**src/rtl/mbox_pkg.sv**
```systemverilog
package mbox_pkg;
  typedef enum logic [1:0] {
    WIN_NONE = 2'd0,
    WIN_SET  = 2'd1,
    WIN_CLR  = 2'd2
  } win_e;
endpackage

```
**src/rtl/mbox_decode.sv**
```systemverilog
module mbox_decode
  import mbox_pkg::*;
#(
  parameter int ADDR_W   = 8,
  parameter int NBOX     = 16,
  parameter int SET_BASE = 'h80,
  parameter int CLR_BASE = 'hC0,
  localparam int IDX_W   = $clog2(NBOX)
) (
  input  logic [ADDR_W-1:0] addr_i,
  output win_e              win_o,
  output logic [IDX_W-1:0]  idx_o
);
  localparam int WIN_BYTES = NBOX * 4;
  localparam logic [ADDR_W:0] SET_LO = (ADDR_W+1)'(SET_BASE);
  localparam logic [ADDR_W:0] SET_HI = (ADDR_W+1)'(SET_BASE + WIN_BYTES);
  localparam logic [ADDR_W:0] CLR_LO = (ADDR_W+1)'(CLR_BASE);
  localparam logic [ADDR_W:0] CLR_HI = (ADDR_W+1)'(CLR_BASE + WIN_BYTES);

  logic [ADDR_W:0] a_ext;
  logic [ADDR_W:0] offs;
  assign a_ext = {1'b0, addr_i};

  always_comb begin
    win_o = WIN_NONE;
    offs  = '0;
    if (a_ext >= SET_LO && a_ext < SET_HI) begin
      win_o = WIN_SET;
      offs  = a_ext - SET_LO;
    end else if (a_ext >= CLR_LO && a_ext < CLR_HI) begin
      win_o = WIN_CLR;
      offs  = a_ext - CLR_LO;
    end
  end

  // low two bits dropped: word access only
  assign idx_o = offs[IDX_W+1:2];
endmodule

```
**src/rtl/mbox_cell.sv**
```systemverilog
module mbox_cell #(
  parameter int DATA_W = 32
) (
  input  logic              clk_i,
  input  logic              rst_ni,
  input  logic              set_i,
  input  logic              clr_i,
  input  logic [DATA_W-1:0] wdata_i,
  output logic [DATA_W-1:0] val_o,
  output logic              pend_o
);
  logic [DATA_W-1:0] val_q, val_d;
  logic              pend_q;

  always_comb begin
    val_d = val_q;
    if (clr_i) val_d = val_d & ~wdata_i;
    if (set_i) val_d = val_d | wdata_i;
  end

  always_ff @(posedge clk_i or negedge rst_ni) begin
    if (!rst_ni) begin
      val_q  <= '0;
      pend_q <= 1'b0;
    end else begin
      val_q  <= val_d;
      pend_q <= |val_d;
    end
  end

  assign val_o  = val_q;
  assign pend_o = pend_q;


  set_bits_chk: assert property (@(posedge clk_i) disable iff (!rst_ni)
    set_i |=> ((val_q & $past(wdata_i)) == $past(wdata_i)));

  clr_bits_chk: assert property (@(posedge clk_i) disable iff (!rst_ni)
    (clr_i && !set_i) |=> ((val_q & $past(wdata_i)) == '0));

  idle_hold_chk: assert property (@(posedge clk_i) disable iff (!rst_ni)
    (!set_i && !clr_i) |=> $stable(val_q));

  pend_match_chk: assert property (@(posedge clk_i) disable iff (!rst_ni)
    pend_q == (val_q != '0));
endmodule

```
**src/rtl/mbox_rd_mux.sv**
```systemverilog
module mbox_rd_mux
  import mbox_pkg::*;
#(
  parameter int DATA_W = 32,
  parameter int NBOX   = 16,
  localparam int IDX_W = $clog2(NBOX)
) (
  input  logic              clk_i,
  input  logic              rst_ni,
  input  logic              rd_en_i,
  input  win_e              win_i,
  input  logic [IDX_W-1:0]  idx_i,
  input  logic [DATA_W-1:0] vals_i [NBOX],
  output logic [DATA_W-1:0] rdata_o
);
  logic [DATA_W-1:0] rdata_q;

  always_ff @(posedge clk_i or negedge rst_ni) begin
    if (!rst_ni)      rdata_q <= '0;
    else if (rd_en_i) rdata_q <= (win_i == WIN_CLR) ? vals_i[idx_i] : '0;
  end

  assign rdata_o = rdata_q;


  rd_zero_chk: assert property (@(posedge clk_i) disable iff (!rst_ni)
    (rd_en_i && win_i != WIN_CLR) |=> (rdata_q == '0));

  rd_hold_chk: assert property (@(posedge clk_i) disable iff (!rst_ni)
    !rd_en_i |=> $stable(rdata_q));
endmodule

```
**src/rtl/mbox_bank.sv**
```systemverilog
module mbox_bank
  import mbox_pkg::*;
#(
  parameter int NUM_CORES      = 4,
  parameter int BOXES_PER_CORE = 4,
  parameter int DATA_W         = 32,
  parameter int ADDR_W         = 8,
  parameter int SET_BASE       = 'h80,
  parameter int CLR_BASE       = 'hC0,
  localparam int NBOX          = NUM_CORES * BOXES_PER_CORE,
  localparam int IDX_W         = $clog2(NBOX)
) (
  input  logic              clk_i,
  input  logic              rst_ni,
  input  logic              wr_en_i,
  input  logic              rd_en_i,
  input  logic [ADDR_W-1:0] addr_i,
  input  logic [DATA_W-1:0] wdata_i,
  output logic [DATA_W-1:0] rdata_o,
  output logic [NBOX-1:0]   pend_o
);
  win_e             win;
  logic [IDX_W-1:0] idx;
  logic [DATA_W-1:0] vals [NBOX];

  mbox_decode #(
    .ADDR_W(ADDR_W), .NBOX(NBOX), .SET_BASE(SET_BASE), .CLR_BASE(CLR_BASE)
  ) u_dec (
    .addr_i(addr_i), .win_o(win), .idx_o(idx)
  );

  for (genvar g = 0; g < NBOX; g++) begin : g_box
    logic hit;
    assign hit = wr_en_i && (idx == IDX_W'(g));
    mbox_cell #(.DATA_W(DATA_W)) u_cell (
      .clk_i  (clk_i),
      .rst_ni (rst_ni),
      .set_i  (hit && win == WIN_SET),
      .clr_i  (hit && win == WIN_CLR),
      .wdata_i(wdata_i),
      .val_o  (vals[g]),
      .pend_o (pend_o[g])
    );
  end

  mbox_rd_mux #(.DATA_W(DATA_W), .NBOX(NBOX)) u_rd (
    .clk_i  (clk_i),
    .rst_ni (rst_ni),
    .rd_en_i(rd_en_i),
    .win_i  (win),
    .idx_i  (idx),
    .vals_i (vals),
    .rdata_o(rdata_o)
  );


  unmapped_wr_chk: assert property (@(posedge clk_i) disable iff (!rst_ni)
    (wr_en_i && win == WIN_NONE) |=> $stable(pend_o));

  reset_pend_chk: assert property (@(posedge clk_i)
    !rst_ni |-> (pend_o == '0 && rdata_o == '0));
endmodule

```
**config.mk**
```make
export PLATFORM = sky130hd
export DESIGN_NAME = mbox_bank
export DESIGN_NICKNAME = d
export VERILOG_FILES = /design/src/rtl/mbox_pkg.sv /design/src/rtl/mbox_decode.sv /design/src/rtl/mbox_cell.sv /design/src/rtl/mbox_rd_mux.sv /design/src/rtl/mbox_bank.sv
export SDC_FILE = /design/constraint.sdc
export NUM_CORES = 1
export LEC_CHECK = 0
export BUFFER_PORTS_ARGS = -buffer_cell sky130_fd_sc_hd__buf_4
export CAP_MARGIN = 15
export CORE_ASPECT_RATIO = 0.5
export CORE_MARGIN = 2
export CORE_UTILIZATION = 25
export CTS_BUF_LIST = sky130_fd_sc_hd__clkbuf_16
export DETAILED_ROUTE_END_ITERATION = 6
export SLEW_MARGIN = 20
export SYNTH_ARGS = -nofsm -noshare
export SYNTH_HDL_FRONTEND = slang
export SYNTH_HIERARCHICAL = 1
export SYNTH_SLANG_ARGS = --single-unit
```
**constraint.sdc**
```tcl
create_clock -name clk_i -period 1.9 [get_ports clk_i]
set_clock_uncertainty 0.15 [all_clocks]
set_input_delay 0.19 -clock clk_i [delete_from_list [all_inputs] [get_ports clk_i]]
set_output_delay 0.19 -clock clk_i [all_outputs]
set_load 0.05 [all_outputs]
```
# Word level (Yosys, flattened, before mapping)
# Cells that the tools add are included.
[totals] ff_bits=560 latch_bits=0 ramBits=0 mem_bits_ro=0 in_bits=44 out_inout_bits=48 word_cells=198 n_memories=0
[op_classes] add_sub_neg=2 mul=0 div=0 order_cmp=5 eq_ne=17 shift=0 muxes=40 bitwise_logic=34 reduce_logical=67
[ops] cell="2-to-1 mux 32 bit" n=35
[ops] cell="AND 32 bit" n=16
[ops] cell="bitwise OR 32 bit" n=16
[ops] cell="OR reduction 32 bit" n=16
[ops] cell="binary-select mux 32 bit (select 4 bit)" n=1
[ops] cell="logical AND 1 bit" n=50
[ops] cell="equality test 4 bit, second input constant" n=8
[ops] cell="NOT 32 bit" n=1
[ops] cell="equality test 4 x 3 -> 1 bit, second input constant" n=4
[ops] cell="greater-or-equal comparator 8 bit, second input constant" n=2
[ops] cell="2-to-1 mux 6 bit" n=2
[ops] cell="subtractor 6 x 1 -> 6 bit, second input constant" n=2
[ops] cell="< comparator 8 x 9 -> 1 bit, second input constant" n=1
[ops] cell="equality test 4 x 2 -> 1 bit, second input constant" n=2
[ops] cell="< comparator 8 bit, second input constant" n=1
[ops] cell="greater-or-equal comparator 5 bit, second input constant" n=1
[ops] cell="NOT 4 -> 5 bit" n=1
[ops] cell="equality test 4 x 1 -> 1 bit, second input constant" n=1
[ops] cell="logical NOT 4 bit" n=1
[ops] cell="2-to-1 mux 2 bit" n=2
[ops] cell="equality test 2 x 1 -> 1 bit, second input constant" n=1
[ops] cell="equality test 2 bit, second input constant" n=1

# Depth between registers and ports, before layout
[depth] depth_word=11 mapped_depth=10 mapped_depth_nobuf=8

# Hierarchy
# Netlist, hierarchy kept.
[modules_own_cells] mod="mbox_cell" n_inst=16 cells_per_inst=182 area_each_um2=1774.2 seq_area_each_um2=825.8
[modules_own_cells] mod="mbox_rd_mux" n_inst=1 cells_per_inst=440 area_each_um2=5440.2 seq_area_each_um2=800.8
[modules_own_cells] mod="mbox_bank" n_inst=1 cells_per_inst=54 area_each_um2=321.6 seq_area_each_um2=0.0
[modules_own_cells] mod="mbox_decode" n_inst=1 cells_per_inst=6 area_each_um2=38.8 seq_area_each_um2=0.0

# Worst setup path after synthesis
# OpenSTA, ideal clock, no wires.
[synth_timing] path_type="input to register" startpoint="input port addr_i[6]" endpoint="register g_box[7].u_cell.pend_q" setup_time_ns=0.140 t_arrival_ns=2.094 t_required_ns=1.610 path_slack_ns=-0.484 path_stages=10 n_path_buf=2 path_cell_list="and2b_1 > nand3b_1 > buf_2 > nor3_1 > buf_2 > a21boi_1 > o31ai_1 > o32ai_1 > nor4_1 > nand4_1"
[synth_via] elab_chain_cells=11 elab_cells_between_ends=20 cone_classes="order compare: 4; eq/ne: 3; mux: 6; bitwise: 1; reduce/logical: 6"
[synth_rtl] item="start: declaration" line_no="mbox_bank.sv:17" text="input logic [ADDR_W-1:0] addr_i,"
[synth_rtl] item="< comparator 8 x 9 -> 1 bit / greater-or-equal comparator 8 bit (equally long branches)" line_no="mbox_decode.sv:30" text="end else if (a_ext >= CLR_LO && a_ext < CLR_HI) begin"
[synth_rtl] item="logical AND 1 bit" line_no="mbox_decode.sv:30"
[synth_rtl] item="2-to-1 mux 6 bit" line_no="mbox_decode.sv:30"
[synth_rtl] item="2-to-1 mux 6 bit" line_no="mbox_decode.sv:27" text="if (a_ext >= SET_LO && a_ext < SET_HI) begin"
[synth_rtl] item="equality test 4 x 3 -> 1 bit" line_no="mbox_bank.sv:34" text="assign hit = wr_en_i && (idx == IDX_W'(g));"
[synth_rtl] item="logical AND 1 bit" line_no="mbox_bank.sv:34"
[synth_rtl] item="logical AND 1 bit" line_no="mbox_bank.sv:39" text=".clr_i (hit && win == WIN_CLR),"
[synth_rtl] item="2-to-1 mux 32 bit" line_no="mbox_cell.sv:17" text="if (clr_i) val_d = val_d & ~wdata_i;"
[synth_rtl] item="bitwise OR 32 bit" line_no="mbox_cell.sv:18" text="if (set_i) val_d = val_d | wdata_i;"
[synth_rtl] item="2-to-1 mux 32 bit (*)" line_no="mbox_cell.sv:18"
[synth_rtl] item="OR reduction 32 bit (*)" line_no="mbox_cell.sv:27" text="pend_q <= |val_d;"
[synth_rtl] item="end signal: assignment" line_no="mbox_cell.sv:27"
[synth_rtl] item="end: declaration" line_no="mbox_cell.sv:13" text="logic pend_q;"
# Every way passes the cells marked *; elsewhere a longest branch is shown, timed or not.
# A chain may end at the register's enable or synchronous reset.

# Worst setup path in the final report
[layout_timing] startpoint="input port addr_i[7]" endpoint="register g_box[11].u_cell.pend_q"
[layout_via] elab_cells_between_ends=20 cone_classes="order compare: 4; eq/ne: 3; mux: 6; bitwise: 1; reduce/logical: 6"
[layout_rtl] item="greater-or-equal comparator 8 bit / < comparator 8 bit (equally long branches)" line_no="mbox_decode.sv:27"
[layout_rtl] item="logical AND 1 bit (*)" line_no="mbox_decode.sv:27"
[layout_rtl] item="2-to-1 mux 2 bit (*)" line_no="mbox_decode.sv:27"
[layout_rtl] item="via win[0]" line_no="mbox_bank.sv:22" text="win_e win;"
[layout_rtl] item="equality test 2 bit" line_no="mbox_bank.sv:39"
[layout_rtl] item="logical AND 1 bit" line_no="mbox_bank.sv:39"
[layout_rtl] item="2-to-1 mux 32 bit" line_no="mbox_cell.sv:17"
[layout_rtl] item="bitwise OR 32 bit" line_no="mbox_cell.sv:18"
[layout_rtl] item="2-to-1 mux 32 bit (*)" line_no="mbox_cell.sv:18"
[layout_rtl] item="OR reduction 32 bit (*)" line_no="mbox_cell.sv:27"
[layout_rtl] item="end signal: assignment" line_no="mbox_cell.sv:27"
[layout_rtl] item="end: declaration" line_no="mbox_cell.sv:13"
# Mark *: on every way through the listed nets, which the timed path passes. The rest lies on a longest branch.

==> results.yml <==
floorplanning:
  initial_core_util_pct: 25.3
  fp.dieH_um: 265
  core_area_mm2: 0.135
  top_level_ports: 92
  die_w_um: 527
  dieArea_mm2: 0.140
  std_cell_rows: 95
power_and_ir_drop:
  switching_power_mw: 12.2
  combPwrFrac_pct: 28.8
  power.density_mw_per_mm2: 721
  ir_drop_mv: 0.601
  p_seq_share_pct: 38.3
  p_int_mw: 25.2
  power.total_mw: 37.5
  p_leak_nw: 24.6
  clkPwrFrac_pct: 32.9
  switching_share_pct: 32.7
logic_synthesis:
  syn_area_per_cell_um2: 10.0
  synth_nets: 3456
  ys_async_sr_fraction_pct: 100
  yosys_register_bits: 560
  ys_seq_area_share_pct: 41.0
  synth_area_mm2: 0.0342
  synth_edf_count: 0
  synth_cells: 3412
  yosys_warnings: 6
  synth_cell_type_count: 42
  ys.flop_type: "dfrtp_1"
sta:
  setup_viol: 32
  slew_violations: 0
  final-hold-violation-count: 0
  max-slew-margin-rel_pct: 54.0
  period_minus_slack_ps: 2830
  tightest_slew_ps: 688
  fin_crit_sh_pct: 149
  fin_setup_tns_ps: -9510
  setup_ws_ps: -927
  worst_hold_slack_ps: 15.5
  max_freq_mhz: 354
  grt_setup_unrepaired: "true"
detailed_routing:
  wl_met2_um: 70400
  drtAntennaViolNets: 0
  top_layer: "met4"
  drcViolationCount: 0
  first_pass_iters: 5
  first_iter_violations: 3948
  wire_per_inst_um: 23.8
  vias: 36810
  avgViaCountPerCell: 5.68
  totalWireLength_um: 154000
  dr_wl_met3_um: 10900
  wl_met1_um: 61800
worst_setup_path:
  crit_path_end_kind: "flip-flop"
  worstSetupPathType: "in2reg"
  worstPathRequired_ps: 2070
  arrival_ps: 3000
  cp-start-kind: "input port"
  ff2ff_path_depth: 5
  crit_fanout: 6
placement:
  dp.cells: 6172
  place_congestion: 0.942
  dp_hpwl_um: 99200
  postPlaceCellArea_mm2: 0.0455
  io_buffers: 89
grt:
  antenna_found_initial: 4
  grt_pass1_wl_um: 226000
  track_usage_pct: 20.9
  first_global_vias: 36366
  grt_max_degree: 67
  grt-ovfl-total: 0
layout:
  fin_cells: 6482
  drive_above_1_share_pct: 38.7
  stdcell_area_mm2: 0.0520
  fin_nets: 4683
  area_delta_synth_final_pct: 52.0
clock_tree:
  cts_buffers: 68
  clock_sinks: 560
  clk_latency_ps: 640
  cts_tree: "done"
  clock_path_buffers: 3
  cts_htree_levels: 3
  clk_pin_slew_ps: 60
  cts_root_buffer: "clkbuf_16"
hold_path:
  holdCritPathClass: "in2reg"
  min_path_cells: 4
run_status:
  violations: "negative setup slack"
  status: "finished, violations left"
run:
  cap_violations: 0
path summary, 6_finish.rpt:
| check | from | to | slack [ps] |
|---|---|---|---|
| hold reg to reg | g_box[13].u_cell/val_o[5] | g_box[13].u_cell/val_o[5] | 410 |
| setup reg to reg | g_box[11].u_cell/val_o[28] | g_box[11].u_cell/pend_o | -800 |
| hold / removal | wdata_i[28] | g_box[3].u_cell/val_o[28] | 20 |
| max in group asynchronous | rst_ni | g_box[12].u_cell/val_o[20] | 960 |
| min in group asynchronous | rst_ni | g_box[2].u_cell/val_o[8] | 210 |
| setup / recovery | addr_i[7] | g_box[11].u_cell/pend_o | -930 |
per-layer routing:
| layer | track usage (%) | up-vias |
|---|---|---|
| met2 | 33.7 | 1706 |
| met1 | 26.2 | 18656 |
| met5 | 0 | - |
| met4 | 13.6 | 0 |
| met3 | 3.00 | 443 |
| li1 | - | 16005 |
cell usage after synthesis, types with 55 or more instances:
cell type  instances  share of area (%)
dfrtp_1          560                 41
nor3_1           473                6.9
nand2_1          274                3.0
nor2b_1          273                5.0
a21o_1           272                6.0
nor4_1           230                4.2
a22o_1           224                5.7
a21boi_1         144                3.2
a21boi_0         128                2.8
buf_2             93                1.4
o31ai_1           64                1.4
o32ai_1           64                1.6
or4_1             64                1.4
mux2i_1           63                1.8
clkbuf_1          58               0.64
mux4_1            55                4.2
kinds of logic after synthesis:
group / count (synthesis) / share of synthesized area (%)
AND/OR/NAND/NOR: 1386 / 21.8
multiplexers: 192 / 9.89
AO/OA/AOI/OAI: 1055 / 24.3
buffers and inverters: 219 / 3.07
flip-flops: 560 / 41.0
worst max-delay path: stages:
cell	delay [ps]
buf_8	100
and2b_1	150
nand3b_1	230
buf_12	190
buf_6	110
nor2_4	130
buf_12	170
buf_8	130
buf_6	100
a21boi_1	90
nor3_2	170
o32ai_2	150
nor4_4	570
nand4_1	500
through the flow:
| step | worst slack [ps] | util, % |
|---|---|---|
| finish | -927 | 38.5 |
| global route | -925 | 38.5 |
| CTS | -591 | 37.3 |
| detailed placement | -2170 | 33.7 |
| global placement | -2120 | 33.7 |
| floorplan | -394 | - |
registers in the layout (all words and copies together), names as in the netlist:
signal               flops
g_box.u_cell/pend_o     16
g_box.u_cell/val_o     512
u_rd/rdata_o            32
power groups by stage:
stage | logic (mW) | registers (mW) | clock network [mW]
6_report | 10.8 | 14.4 | 12.3
2_1_floorplan | 4.06 | 14.5 | 0
5_1_grt | 11.3 | 14.5 | 12.9
4_1_cts | 10.2 | 14.3 | 12.4
3_3_place_gp | 9.21 | 14.4 | 0
3_5_place_dp | 9.43 | 14.5 | 0
cell usage in the layout (no fill, tap or decap), types with 27 or more instances in the layout:
cell and instances:
a22o_1 224, o32a_1 32, nor3_1 365, a21o_1 272, nor3_2 92, o31ai_2 27, nor2b_1 272, mux4_1 34
a21boi_1 139, dfrtp_1 560, mux2i_1 63, o32ai_2 35, o31ai_1 28, nor4_1 203, a21boi_0 95, nand2_1 256
or4_1 62, buf_4 1124, buf_6 43, buf_12 104, o21ai_0 30, a21boi_2 29, mux4_2 63, clkbuf_16 78
dlygate4sd3_1 63
repair_timing:
item                                    4_1_cts  5_1_grt
setup buffers                                72       37
hold buffers                                 63        3
hold endpoints to repair                    770        3
endpoints found under the setup margin       53       73
pin swaps                                    76      109
gates cloned                                 13        8
gates resized for setup                     243      286
cell type report:
class	count	area (um2)
inverters	1	3.75
multi-input cells	2633	21200
flip-flops and latches	560	14000
clock buffers	71	1780
repair buffers	1375	12500
fillers	12984	83100
well taps	1794	2240
diodes	3	7.51
clock inverters	45	206
No activity file was read; power rests on OpenSTA's default activity.
